===== src/rtl/idle_code_inserter.sv =====
module idle_code_inserter #(
  parameter int CHANNELS = 24,
  parameter int SLOT_W = 8,
  parameter logic [SLOT_W-1:0] CODE_RST = '0,
  localparam int MASK_WORDS = (CHANNELS + SLOT_W - 1) / SLOT_W,
  localparam int ADDR_W = $clog2(MASK_WORDS + 1)
) (
  input  logic              clk,
  input  logic              rst_n,
  input  logic              wr_en,
  input  logic [ADDR_W-1:0] wr_addr,
  input  logic [SLOT_W-1:0] wr_data,
  input  logic              bank_a,
  input  logic              bank_b,
  input  logic              din,
  input  logic              din_fs,
  output logic              dout,
  output logic              dout_fs
);
  localparam int FRAME_BITS = 1 + CHANNELS * SLOT_W;
  localparam int POS_W = $clog2(FRAME_BITS + 1);
  localparam int MASK_PAD = MASK_WORDS * SLOT_W;

  logic [MASK_PAD-1:0] pend_flat;
  logic [SLOT_W-1:0]   pend_code;
  logic [CHANNELS-1:0] act_mask;
  logic [SLOT_W-1:0]   act_code;
  logic [POS_W-1:0]    pos_q;
  logic [POS_W-1:0]    cur_pos;
  logic [POS_W-1:0]    idx;
  logic [POS_W-1:0]    ch;
  logic [POS_W-1:0]    bitn;
  logic [POS_W-1:0]    code_idx;
  logic                bank_ok;
  logic                in_payload;
  logic                replace;

  assign bank_ok = bank_a && bank_b;

  for (genvar w = 0; w < MASK_WORDS; w++) begin : g_word
    logic [SLOT_W-1:0] word_q;
    always_ff @(posedge clk) begin
      if (!rst_n)
        word_q <= '0;
      else if (wr_en && bank_ok && wr_addr == ADDR_W'(w))
        word_q <= wr_data;
    end
    assign pend_flat[w*SLOT_W +: SLOT_W] = word_q;
  end

  always_ff @(posedge clk) begin
    if (!rst_n)
      pend_code <= CODE_RST;
    else if (wr_en && wr_addr == ADDR_W'(MASK_WORDS))
      pend_code <= wr_data;
  end

  assign cur_pos    = din_fs ? '0 : pos_q;
  assign in_payload = (cur_pos != '0) && (cur_pos < POS_W'(FRAME_BITS));
  assign idx        = cur_pos - 1'b1;
  assign ch         = idx / POS_W'(SLOT_W);
  assign bitn       = idx % POS_W'(SLOT_W);
  assign code_idx   = POS_W'(SLOT_W - 1) - bitn;
  assign replace    = in_payload && act_mask[ch];

  always_ff @(posedge clk) begin
    if (!rst_n) begin
      pos_q    <= POS_W'(FRAME_BITS);
      act_mask <= '0;
      act_code <= CODE_RST;
      dout     <= 1'b0;
      dout_fs  <= 1'b0;
    end else begin
      pos_q   <= (cur_pos == POS_W'(FRAME_BITS)) ? cur_pos : cur_pos + 1'b1;
      dout    <= replace ? act_code[code_idx] : din;
      dout_fs <= din_fs;
      if (din_fs) begin
        act_mask <= pend_flat[CHANNELS-1:0];
        act_code <= pend_code;
      end
    end
  end
endmodule


===== config.mk =====
export PLATFORM = sky130hd
export DESIGN_NAME = idle_code_inserter
export DESIGN_NICKNAME = d
export VERILOG_FILES = /design/src/rtl/idle_code_inserter.sv
export SDC_FILE = /design/constraint.sdc
export NUM_CORES = 1
export LEC_CHECK = 0
export BUFFER_PORTS_ARGS = -buffer_cell sky130_fd_sc_hd__buf_2
export CORE_UTILIZATION = 35
export CTS_CLUSTER_SIZE = 14
export DETAILED_ROUTE_END_ITERATION = 8
export GPL_TIMING_DRIVEN = 0
export PLACE_DENSITY = 0.61
export RECOVER_POWER = 25
export SYNTH_ARGS = -nofsm -noshare
export SYNTH_HDL_FRONTEND = slang
export SYNTH_SLANG_ARGS = --single-unit

===== constraint.sdc =====
create_clock -name clk -period 2.47 [get_ports clk]
set_input_delay 0.1235 -clock clk [delete_from_list [all_inputs] [get_ports clk]]
set_output_delay 0.1235 -clock clk [all_outputs]
set_load 0.01 [all_outputs]

==> results.json <==
{
  "hpwl_mm": 5.587,
  "chipHeight_um": 101.4,
  "syn_nets": 365,
  "finalSetupTns_ns": 0,
  "syn_inst": 346,
  "drt-pass1-iter-count": 4,
  "cp_cell_sequence": "clkbuf_4 -> nor2b_1 -> buf_2 -> inv_1 -> ha_1 -> a21oi_1 -> mux4_2 -> mux2_2 -> nand2_1 -> mux2i_1",
  "synth_ff_type": "dfxtp_1",
  "ir_drop_v": 0.0003525,
  "placementRows": 35,
  "vias": 2469,
  "max_stage_delay_ns": 0.37,
  "layout-area-overhead-vs-synth_pct": 13.57,
  "grt_pass1_vias": 2404,
  "boundaryPins": 19,
  "antenna_found_initial": 0,
  "reg2regPathDepth": 10,
  "cap_violations": 0,
  "grt_pass1_wl_mm": 12.68,
  "startpoint_type": "register",
  "post_cts_resized": 1,
  "synth_edf_count": 0,
  "ys_seq_area_share_pct": 42.84,
  "core_area_um2": 9415,
  "hold_end": "dout",
  "critPathSlowestCell": "mux4_2",
  "avgSynthCellArea_um2": 9.995,
  "placement.io_buffers": 17,
  "finalMaxSlewViolations": 0,
  "clock_path_buffers": 2,
  "hp-class": "in2reg",
  "async_flop_share_pct": 0,
  "finalPower_uw": 2442,
  "htreeDepth": 3,
  "drtIter0Drc": 96,
  "grt_util_all_layers_pct": 16.50,
  "drive_gt1_share_pct": 15.87,
  "ys_ff_latch": 74,
  "ant_nets": 0,
  "cts_buffers": 9,
  "rr_startpoint": "pos_q[0]",
  "hp-start": "din",
  "critical_path.max_fanout": 10,
  "worst_ep_arrival_time_ns": 2.57,
  "drt-total-wl_mm": 7.631,
  "tightest_slew_ns": 0.7942,
  "fin_crit_sh_pct": 94.33,
  "grt_max_degree": 15,
  "gp_congestion": 0.8280,
  "finalSetupViolCount": 0,
  "postCtsHoldBufs": 0,
  "cts-root-buf": "clkbuf_8",
  "detail_route.vias_per_cell": 4.870,
  "hold_viol_final": 0,
  "fill_cells": 948,
  "grt_setup_unrepaired": "no",
  "start_util_pct": 36.73,
  "crit_type": "reg2reg",
  "slew_headroom_pct": 46.77,
  "ys_types": 48,
  "mappedNetlistArea_um2": 3458,
  "wl_per_cell_um": 15.05,
  "min_path_cells": 3,
  "status": "complete, no violations",
  "skew_ns": 0.008295,
  "dieArea_um2": 10280,
  "ys.warnings.count": 0,
  "r2r_slack_ns": 0.14,
  "cts_setup_buffers": 0,
  "end_kind": "register",
  "overflow": 0,
  "power_density_nw_per_um2": 621.8,
  "diodes": 0,
  "fin_crit_ns": 2.330,
  "cts_sinks": 74,
  "die_x_um": 101.4,
  "fin_nets": 392,
  "worstPathRequired_ns": 2.71,
  "clock_latency_ns": 0.35,
  "fmax_mhz": 429.2,
  "drcViolationCount": 0,
  "clk_pin_slew_ns": 0.09,
  "timing.rr.end": "dout",
  "hold-worst-slack_ns": 0.008420,
  "leakage_uw": 0.001468,
  "cts_tree": "done"
}
## kinds of logic after synthesis
| group | synth area share (%) |
|---|---|
| simple gates | 22.25 |
| fa+ha+maj | 0.7235 |
| compound gates | 7.779 |
| buf+inv | 3.328 |
| flops | 42.84 |
| mux | 20.80 |
| xor+xnor | 2.279 |
## through the flow
stage | utilization [%] | setup slack [ns] | area, um2 | std cells
after floorplan | - | 0.3303 | 3458 | 346
after global placement | 39.35 | 0.02261 | 3705 | 492
after detailed placement | 39.35 | 0.009540 | 3705 | 492
after CTS | 41.50 | 0.04529 | 3908 | 508
after global routing | 41.71 | 0.003918 | 3928 | 507
final | 41.71 | 0.1401 | 3928 | 507
## worst max path at each step
stage               slack, ns    to  startpoint  depth (start not counted)
finish                   0.14  dout    pos_q[0]                         10
global route            0.004  dout    pos_q[0]                         11
CTS                      0.05  dout    pos_q[1]                          9
detailed placement       0.01  dout    pos_q[0]                         11
global placement         0.02  dout    pos_q[0]                         11
floorplan                0.33  dout    pos_q[0]                         11
## routing by layer
metal | GRT usage (%) | routed length, um | up-vias
li1 | - | - | 1256
met1 | 22.65 | 3762 | 1167
met2 | 25.17 | 3473 | 35
met3 | 2.692 | 235 | 11
met4 | 8.027 | 161 | 0
met5 | 0 | 0 | -
## final cells by class
class	instances	area, um2	share of cell area, %
buffer	22	96.34	2.453
multi-input combinational	244	1886	48.01
timing repair buffer	17	81.33	2.071
clock inverter	7	77.57	1.975
clock buffer	9	123.9	3.154
tap	129	161.4	4.110
sequential	74	1483	37.75
inverter	5	18.77	0.4779
## power by group
part / total, uW / internal [uW] / switching, uW
Clock: 960 / 473 / 487
Sequential: 1230 / 1210 / 11.6
Combinational: 257 / 111 / 145
Total: 2440 / 1800 / 644
## Yosys cell counts, types with 2 or more instances
library cell / count / share of area [%]
dfxtp_1: 74 / 43
mux2i_1: 64 / 19
nor2b_1: 64 / 12
nand2_1: 24 / 2.6
clkbuf_1: 12 / 1.3
o21ai_0: 11 / 1.6
nor2_1: 7 / 0.76
buf_1: 5 / 0.54
buf_2: 5 / 0.72
inv_1: 5 / 0.54
nor3_1: 5 / 0.72
xor2_1: 5 / 1.3
a21boi_0: 4 / 0.87
nand3_1: 4 / 0.58
o32ai_1: 4 / 1.0
xnor2_1: 4 / 1.0
nand4_1: 3 / 0.54
nor3b_1: 3 / 0.65
nor4_1: 3 / 0.54
o41ai_1: 3 / 0.76
a21oi_1: 2 / 0.29
and2_1: 2 / 0.36
ha_1: 2 / 0.72
mux4_2: 2 / 1.3
nand2b_1: 2 / 0.36
o22ai_1: 2 / 0.36
o32ai_2: 2 / 0.94
or2_2: 2 / 0.36
or3_1: 2 / 0.36
## layout by cell type, fill, tap and decap left out, types with 3 or more instances in the layout
cell type,count
xor2_1,5
mux2i_1,64
dfxtp_1,73
nor3b_1,3
inv_1,5
nand4_1,3
clkbuf_8,9
nor2_1,7
nand2_1,24
nand3_1,4
nor2b_1,64
buf_1,4
buf_2,19
xnor2_1,4
o32ai_1,4
clkbuf_1,14
o21ai_0,11
a21boi_0,4
nor3_1,4
clkinvlp_4,4
## flip-flops by register name, summed over array words and instances, names as in the netlist
name           cells
dout_fs            1
pos_q              8
g_word.word_q     24
act_code           8
pend_code          8
dout               1
act_mask          24
## worst max-delay path, delay by kind of cell (launching register included)
family | cells | cell delay (ns)
mux | 3 | 0.71
compound gates | 1 | 0.31
buf+inv | 3 | 0.44
fa+ha+maj | 1 | 0.20
flops | 1 | 0.33
simple gates | 2 | 0.20
No activity file was read; power rests on OpenSTA's default activity.
